--- src/rtl/upper_bank_mapper.sv ---
module upper_bank_mapper #(
  parameter int UROM_BYTES = 12288,
  parameter int PROM_BYTES = 4096
) (
  input  logic        clk,
  input  logic        rst_n,
  input  logic [15:0] cpu_addr,
  input  logic        cpu_rd,
  input  logic        cpu_wr,
  input  logic [7:0]  cpu_wdata,
  input  logic        prom_bank,
  output logic        ram_cs,
  output logic        ram_we,
  output logic [15:0] ram_addr,
  output logic [7:0]  ram_wdata,
  output logic        urom_cs,
  output logic [13:0] urom_addr,
  output logic        prom_cs,
  output logic [12:0] prom_addr,
  output logic        io_sel
);
  localparam int UROM_AW = $clog2(UROM_BYTES);
  localparam int PROM_OW = $clog2(PROM_BYTES);

  logic wprot, rd_rom, bank_one;

  logic acc, in_low, in_io, in_per, in_up, is_cmd;
  logic [15:0] phys, up_off;

  assign acc    = cpu_rd | cpu_wr;
  assign in_low = cpu_addr < 16'hC000;
  assign in_io  = cpu_addr[15:8] == 8'hC0;
  assign in_per = cpu_addr[15:12] == 4'hC && !in_io;
  assign in_up  = cpu_addr[15:12] >= 4'hD;
  assign is_cmd = cpu_addr[15:4] == 12'hC08;
  assign phys   = (cpu_addr[15:12] == 4'hD && bank_one) ? {4'hC, cpu_addr[11:0]} : cpu_addr;
  assign up_off = cpu_addr - 16'hD000;

  logic n_ram_cs, n_ram_we, n_urom_cs, n_prom_cs, n_io;
  logic [15:0] n_ram_addr;
  logic [13:0] n_urom_addr;
  logic [12:0] n_prom_addr;

  always_comb begin
    n_ram_cs = 1'b0; n_ram_we = 1'b0; n_ram_addr = '0;
    n_urom_cs = 1'b0; n_urom_addr = '0;
    n_prom_cs = 1'b0; n_prom_addr = '0;
    n_io = 1'b0;
    if (acc) begin
      if (in_low) begin
        n_ram_cs = 1'b1; n_ram_we = cpu_wr; n_ram_addr = cpu_addr;
      end else if (in_io) begin
        n_io = 1'b1;
      end else if (in_per) begin
        if (!cpu_wr) begin
          n_prom_cs = 1'b1;
          n_prom_addr = {prom_bank, cpu_addr[PROM_OW-1:0]};
        end
      end else if (in_up) begin
        if (cpu_wr) begin
          if (!wprot) begin
            n_ram_cs = 1'b1; n_ram_we = 1'b1; n_ram_addr = phys;
          end
        end else if (rd_rom) begin
          n_urom_cs = 1'b1; n_urom_addr = up_off[UROM_AW-1:0];
        end else begin
          n_ram_cs = 1'b1; n_ram_addr = phys;
        end
      end
    end
  end

  always_ff @(posedge clk) begin
    if (!rst_n) begin
      wprot <= 1'b0; rd_rom <= 1'b1; bank_one <= 1'b0;
      ram_cs <= 1'b0; ram_we <= 1'b0; ram_addr <= '0; ram_wdata <= '0;
      urom_cs <= 1'b0; urom_addr <= '0;
      prom_cs <= 1'b0; prom_addr <= '0; io_sel <= 1'b0;
    end else begin
      if (acc && is_cmd) begin
        wprot    <= ~cpu_addr[0];
        rd_rom   <= cpu_addr[1] ^ cpu_addr[0];
        bank_one <= cpu_addr[3];
      end
      ram_cs <= n_ram_cs; ram_we <= n_ram_we; ram_addr <= n_ram_addr;
      ram_wdata <= cpu_wdata;
      urom_cs <= n_urom_cs; urom_addr <= n_urom_addr;
      prom_cs <= n_prom_cs; prom_addr <= n_prom_addr;
      io_sel <= n_io;
    end
  end
endmodule


--- config.mk ---
export PLATFORM = sky130hd
export DESIGN_NAME = upper_bank_mapper
export DESIGN_NICKNAME = d
export VERILOG_FILES = /design/src/rtl/upper_bank_mapper.sv
export SDC_FILE = /design/constraint.sdc
export NUM_CORES = 1
export LEC_CHECK = 0
export ABC_AREA = 1
export CORE_MARGIN = 4
export CORE_UTILIZATION = 39
export CTS_CLUSTER_SIZE = 24
export DETAILED_ROUTE_END_ITERATION = 7
export PLACE_DENSITY = 0.73
export SYNTH_ARGS = -nofsm -noshare
export SYNTH_HDL_FRONTEND = slang
export SYNTH_SLANG_ARGS = --single-unit
--- constraint.sdc ---
create_clock -name clk -period 1.4 [get_ports clk]
set_input_delay 0.28 -clock clk [delete_from_list [all_inputs] [get_ports clk]]
set_output_delay 0.28 -clock clk [all_outputs]
set_load 0.005 [all_outputs]
Yosys cells after proc, flatten, opt, wreduce, memory -nomap -nowiden
Cells that the tools add are included.

word-level totals
  output and inout bits = 56
  logic and storage cells = 60
  flip-flop bits (word level) = 59
  input bits = 29

cells by class
  bitwise operators = 8
  multiplexer cells = 23
  reductions and logical operators = 10
  $lt $le $gt $ge = 2
  eq/ne operators = 4
  add/sub/neg operators = 1

operators with widths
  operator                                              number
  2-to-1 mux 16 bit                                     8
  < comparator 16 bit (second input constant)           1
  2-to-1 mux 1 bit                                      15
  subtractor 14 x 13 -> 14 bit (second input constant)  1
  equality test 12 bit (second input constant)          1
  equality test 4 bit (second input constant)           2
  equality test 8 bit (second input constant)           1
  OR reduction 8 bit                                    1
  OR reduction 7 bit                                    1
  inverter 1 bit                                        6
  OR reduction 6 bit                                    1
  OR reduction 5 bit                                    1
  >= comparator 4 bit (second input constant)           1
  logical AND 1 bit                                     3
  OR reduction 3 bit                                    1
  AND reduction 2 bit                                   1
  logical NOT 1 bit                                     1
  bitwise OR 1 bit                                      1
  XOR 1 bit                                             1

Depth between registers and ports, before layout
Gate-level depths: netlist (run 1).

  depth in word-level cells = 9
  gate-level depth with buffers = 9
  mapped depth without buffers = 8

Worst setup path after synthesis (run 1)
No wires, ideal clock.

  kind = input-to-reg
  start = in cpu_addr[13]
  end = reg rd_rom
  buffers on the path = 0
  arrival time = 1.082 ns
  setup slack = 0.185 ns
  setup time = 0.133 ns
  stages on the path = 7
  required time = 1.267 ns
  path through = inv_1 -> ha_1 -> nand3_2 -> nor2_1 -> nand2_1 -> nand2_1 -> nand3_1

on the way
  word-level cells in the longest chain between the ends = 2

RTL lines
  what                  RTL line  RTL
  from (decl)           7         input logic [15:0] cpu_addr,
  equality test 12 bit  35        assign is_cmd = cpu_addr[15:4] == 12'hC08;
  logical AND 1 bit     80        if (acc && is_cmd) begin
  to (signal assigned)  82        rd_rom <= cpu_addr[1] ^ cpu_addr[0];
  to (decl)             25        logic wprot, rd_rom, bank_one;

Every way passes these cells.
A chain may end at the register's enable or synchronous reset.

Worst setup path after layout (run 1)
  start = in cpu_addr[12]
  end = reg prom_addr[6]

on the way
  word-level cells in the longest chain between the ends = 5
  elaborated cells between the ends (all ways) = 7
  classes of those cells = 1 x order compare; 2 x eq/ne; 1 x bitwise; 3 x reduce/logical

RTL lines
  what                                                                         RTL line  RTL
  parallel branches: the longest is 4 deep, another holds < comparator 16 bit  --
  OR reduction 6 bit (no line) *                                               --
  to (signal assigned)                                                         88        prom_cs <= n_prom_cs; prom_addr <= n_prom_addr;
  to (decl)                                                                    19        output logic [12:0] prom_addr,

Every way passes the cells marked *.

==> metrics.cfg, run 1 <==
[critical_path]
slowest_delay_ns = 0.44
cp-end-kind = flip-flop
cp_data_required_time_ns = 1.67
cp.arrival_ns = 1.56
cp_max_fo = 8
worstSetupPathType = input pin to flip-flop
reg2reg_setup_slack_ns = 0.33
path_cells = clkdlybuf4s50_1, inv_2, ha_4, nand3_4, inv_1, nand2_1, nor2_2, nand3_2, buf_4, nor2_1
startpoint_type = input pin
reg2regPathDepth = 6
regToRegStartpoint = wprot$_SDFFE_PN0P_
critical_path_buf_inv_count = 4
cpMaxStageDelayCell = clkdlybuf4s50_1
path_depth = 10
timing.rr.end = ram_addr[3]$_SDFF_PN0_
crit_family = buffers and inverters

[route]
highest_layer = met4
wl_met2_um = 2060
routed_wl_um = 4090
ant_nets = 0
post-route-drc-count = 0
wire_per_inst_um = 11.6
route.vias.total = 1485
wl_met3_um = 396
drt_iter0_drc = 28
via_per_inst = 4.21
firstDrtPassIters = 4
drt-met1-wl_um = 1550

[synth]
synth_cell_types = 18
syn_avg_cell_area_um2 = 9.28
seq_area_frac_synth_pct = 67.3
syn_nets = 220
yosysWarningCount = 0
synthCells = 189
ys_ff_latch = 59
synth_area_um2 = 1750

[cells_and_area]
fillers = 351
final_nets = 327
drive_above_1_share_pct = 13.3
finalInstanceArea_um2 = 2970
syn_to_final_growth_pct = 69.5
n_antenna_cell = 0

[grt]
grt_usage_pct = 15.0
first_global_vias = 1402
overflow = 0
antenna_found_initial = 0
grt_max_degree = 18
grt_pass1_wl_um = 6130

[clock_network]
clk_pin_slew_worst_paths_ns = 0.07
cts_tree = built
cts_max_path_buffers = 2
insertion_delay_ns = 0.33
cts_hold_buf = 0
cts.repair.resized = 56
cts_root_buffer = clkbuf_8
numCtsBuffers = 9
postCtsSetupBuffers = 0
cts_sinks = 59
htreeDepth = 3

[placement]
preCtsSetupSlack_ns = -0.318
gp_congestion = 0.809
dp_hpwl_um = 3070
place_area_um2 = 2780
port_buffers = 84

[sta]
max_slew_margin_pct = 74.7
fmax_ghz = 0.773
rsz0062_at_grt = false
tightest_slew_ns = 0.378
fin_crit_ns = 1.29
finalMaxSlewViolations = 0
hold_violations = 0
period_share_pct = 92.5
finClkSkew_ns = 0.00703
tns_ns = 0
setup_ws_ns = 0.106
setup_viol = 0

[pwr]
peakVddDrop_uv = 791
p_per_area_nw_per_um2 = 1300
leakage_uw = 0.00163

[die]
io_pins = 85
core_area_um2 = 4350
fp.dieH_um = 75.1
start_util_pct = 40.3
num_rows = 24
die_w_um = 75.1
die_area_um2 = 5630

[worst_hold_path]
holdPathEnd = rd_rom$_SDFFE_PN1P_
hold_depth = 2
min_from = rd_rom$_SDFFE_PN1P_
min_path_type = flip-flop to flip-flop

[flow_run]
drv_cap = 0

[outcome]
status = finished, final reports clean

-- layout by cell type, fill, tap and decap left out, types with 3 or more instances in the layout --
master	Yosys	final
nand3_1	5	5
nand3_2	4	3
clkbuf_8	0	13
nand2_1	18	18
dlygate4sd2_1	0	56
nor2_1	55	55
buf_4	1	14
dfxtp_1	59	59
clkdlybuf4s50_1	0	28
inv_1	33	32
-- power by group --
| group | leakage, uW | internal (uW) | switching (uW) |
|---|---|---|---|
| clock network | 0.000122 | 1200 | 638 |
| registers | 0.000482 | 1730 | 8.96 |
| logic | 0.00103 | 171 | 126 |
| total | 0.00163 | 3100 | 773 |
-- how the worst max path moves through the flow --
stage	slack (ns)	to	from
after floorplan	0.19	rd_rom$_SDFFE_PN1P_	cpu_addr[13]
after global placement	-0.25	prom_addr[3]$_SDFF_PP0_	cpu_addr[12]
after detailed placement	-0.32	prom_addr[6]$_SDFF_PP0_	cpu_addr[12]
after CTS	0.03	prom_addr[5]$_SDFF_PP0_	cpu_addr[12]
after global routing	0.007	prom_addr[6]$_SDFF_PP0_	cpu_addr[13]
final	0.11	prom_addr[6]$_SDFF_PP0_	cpu_addr[12]
-- cells in the mapped netlist --
library cell,n,area [um^2]
clkbuf_1,1,3.75
ha_1,2,25.0
nand3_1,5,25.0
nor3_1,1,5.00
inv_1,33,124
a21oi_1,2,10.0
nor2_1,55,206
nor2_2,1,6.26
buf_2,1,5.00
dfxtp_1,59,1180
o21ai_0,2,10.0
xor2_1,1,8.76
buf_4,1,7.51
nor2_4,1,11.3
buf_6,1,11.3
nor4_1,1,6.26
nand3_2,4,40.0
nand2_1,18,67.6
-- worst min-delay path: cells and delay by family, from the launching register on --
family	cells	cell delay, ns
DFF	1	0.33
and+or+nand+nor	2	0.10
-- cell type report --
type | count | area, um^2 | share of cell area [%]
clock inverter | 3 | 67.6 | 2.27
inverter | 33 | 124 | 4.16
sequential | 59 | 1180 | 39.7
timing repair buffer | 100 | 916 | 30.8
clock buffer | 13 | 179 | 6.02
tap | 52 | 65.1 | 2.19
multi-input combinational | 93 | 442 | 14.9
-- state kept, by name, summed over array words and instances, names as in the netlist --
name,cells
prom_addr,13
ram_addr,16
bank_one,1
io_sel,1
rd_rom,1
prom_cs,1
ram_cs,1
urom_cs,1
ram_wdata,8
wprot,1
urom_addr,14
ram_we,1
-- routing by layer --
metal,vias up,global-route usage [%]
li1,767,-
met1,659,15.4
met2,50,25.9
met3,9,6.41
met4,0,7.71
met5,-,0
-- kinds of logic after synthesis --
group	synth area share, %
adders and majority gates	1.43
buffers and inverters	8.63
AOI/OAI and AO/OA	1.14
and+or+nand+nor	21.0
DFF	67.3
xor gates and xnor gates	0.499
-- through the flow --
step / util [%] / cells / hold WS, ns / power, uW
after floorplan: - / 189 / 0.352 / 1870
after global placement: 63.8 / 337 / 0.446 / 2100
after detailed placement: 63.8 / 337 / 0.448 / 2110
after CTS: 67.8 / 353 / 0.461 / 3910
after global routing: 68.3 / 353 / 0.480 / 4010
final: 68.3 / 353 / 0.465 / 3870
No activity file was read; power rests on OpenSTA's default activity.
==> run 2: changes to the inputs <==
- MAX_ROUTING_LAYER: unset -> met4
- clock period: 1.4 -> 1.35 ns (I/O delays scaled with it)
==> run 2 against run 1 <==
Compared with the run above:
- via count down 1.0%
- cell area is 2.2% lower
- first-iteration DRC count up 54%
- critical endpoint is now prom_addr[0]$_SDFF_PP0_
- largest power group is now registers
==> metrics.cfg, run 2 (same netlist as run 1, synthesis figures left out) <==
[clock_network]
cts_tree = built
cts_hold_buf = 0
cts_sinks = 59
cts_root_buffer = clkbuf_8
cts_max_path_buffers = 2
cts.repair.resized = 57
insertion_delay_ns = 0.32
numCtsBuffers = 9
clk_pin_slew_worst_paths_ns = 0.06
postCtsSetupBuffers = 0
htreeDepth = 3

[route]
via_per_inst = 4.18
post-route-drc-count = 0
ant_nets = 0
routed_wl_um = 4060
route.vias.total = 1470
drt_iter0_drc = 43
firstDrtPassIters = 4
wire_per_inst_um = 11.5

[cells_and_area]
drive_above_1_share_pct = 13.0
most-common-layout-cells = dfxtp_1, dlygate4sd2_1, nor2_1
syn_to_final_growth_pct = 65.8
reg_top3 = ram_addr (16), urom_addr (14), prom_addr (13)
largest_reg_flops = 16
regMostFlops = ram_addr
layout_commonest_cell = dfxtp_1
final_nets = 327
postLayoutCoreUtil_pct = 66.8
n_antenna_cell = 0

[pwr]
p_sw_share_pct = 21.1
power.switching_uw = 749
p_per_area_nw_per_um2 = 1220
leakage_uw = 0.00160
p_int_uw = 2810
power_frac_seq_pct = 50.7
peakVddDrop_uv = 786
p_total_uw = 3560
share_clk_of_total_power_pct = 40.6
pwr-share-comb_pct = 8.7

[critical_path]
worstSetupPathType = input pin to flip-flop
cp-end-kind = flip-flop
startpoint_type = input pin
cp_data_required_time_ns = 1.61
cp.arrival_ns = 1.55
cp_max_fo = 8
slowest_delay_ns = 0.43
path_cells = clkdlybuf4s50_1, inv_2, ha_4, nand3_4, inv_1, nand2_1, nor2_2, nand3_2, buf_4, nor2_1
cpMaxStageDelayCell = clkdlybuf4s50_1

[die]
die_area_um2 = 5630
core_area_um2 = 4350
start_util_pct = 40.3
io_pins = 85
num_rows = 24
die_w_um = 75.1
fp.dieH_um = 75.1

[sta]
max_slew_margin_pct = 75.1
rsz0062_at_grt = true
fin_crit_ns = 1.29
finalMaxSlewViolations = 0
period_share_pct = 95.7
tns_ns = 0
fmax_ghz = 0.774
tightest_slew_ns = 0.372
hold_violations = 0
finClkSkew_ns = 0.00214
setup_viol = 0
setup_ws_ns = 0.0581

[placement]
preCtsSetupSlack_ns = -0.352
dp_hpwl_um = 3060
gp_congestion = 0.839
port_buffers = 84

[grt]
antenna_found_initial = 0
grt_pass1_wl_um = 6170
first_global_vias = 1419
grt_max_degree = 18
grt_usage_pct = 15.4
overflow = 0

[worst_hold_path]
min_path_type = flip-flop to flip-flop

[outcome]
status = finished, final reports clean

[flow_run]
drv_cap = 0

[run 2: cell types whose count changed in the layout (fill, tap and decap cells not counted), sizes merged]
cell and change:
bufinv -1, clkbuf -1, clkinv +2, clkinvlp -1
[run 2: final timing paths]
check	slack [ns]	end	from	cells after the start
min reg2reg	0.47	rd_rom$_SDFFE_PN1P_	rd_rom$_SDFFE_PN1P_	2
min	0.47	rd_rom$_SDFFE_PN1P_	rd_rom$_SDFFE_PN1P_	2
max	0.06	prom_addr[0]$_SDFF_PP0_	cpu_addr[12]	10
max reg2reg	0.28	ram_addr[10]$_SDFF_PN0_	wprot$_SDFFE_PN0P_	6
[run 2: worst max-delay path: cells and delay by family]
family	cells	cell delay, ns
fa+ha+maj	1	0.15
simple gates	5	0.39
buf+inv	4	0.74
[run 2: layer usage]
metal	vias to the layer above	wire [um]	track usage [%]
li1	767	-	-
met1	651	1600	15.7
met2	47	2020	25.7
met3	5	394	7.08
met4	0	49	5.93
met5	-	0	-
[run 2: power groups by stage]
stage / clock, uW / combinational [uW] / sequential (uW)
final: 1450 / 310 / 1800
after global routing: 1570 / 341 / 1810
after CTS: 1500 / 308 / 1800
after detailed placement: 0 / 339 / 1840
after global placement: 0 / 336 / 1840
after floorplan: 0 / 87.0 / 1850
[run 2: per-stage QoR]
stage,instance area (um^2),hold WS (ns),cells
4_1_cts,2890,0.455,352
2_1_floorplan,1750,0.342,189
6_report,2910,0.469,352
3_5_place_dp,2780,0.448,337
5_1_grt,2910,0.474,352
3_3_place_gp,2780,0.446,337
[run 2: layout make-up]
type | count | area, um^2
clock buffer | 12 | 135
clock inverter | 3 | 40.0
fill | 370 | 1450
inverter | 33 | 124
multi-input combinational | 93 | 447
sequential | 59 | 1180
tap | 52 | 65.1
timing repair buffer | 100 | 916
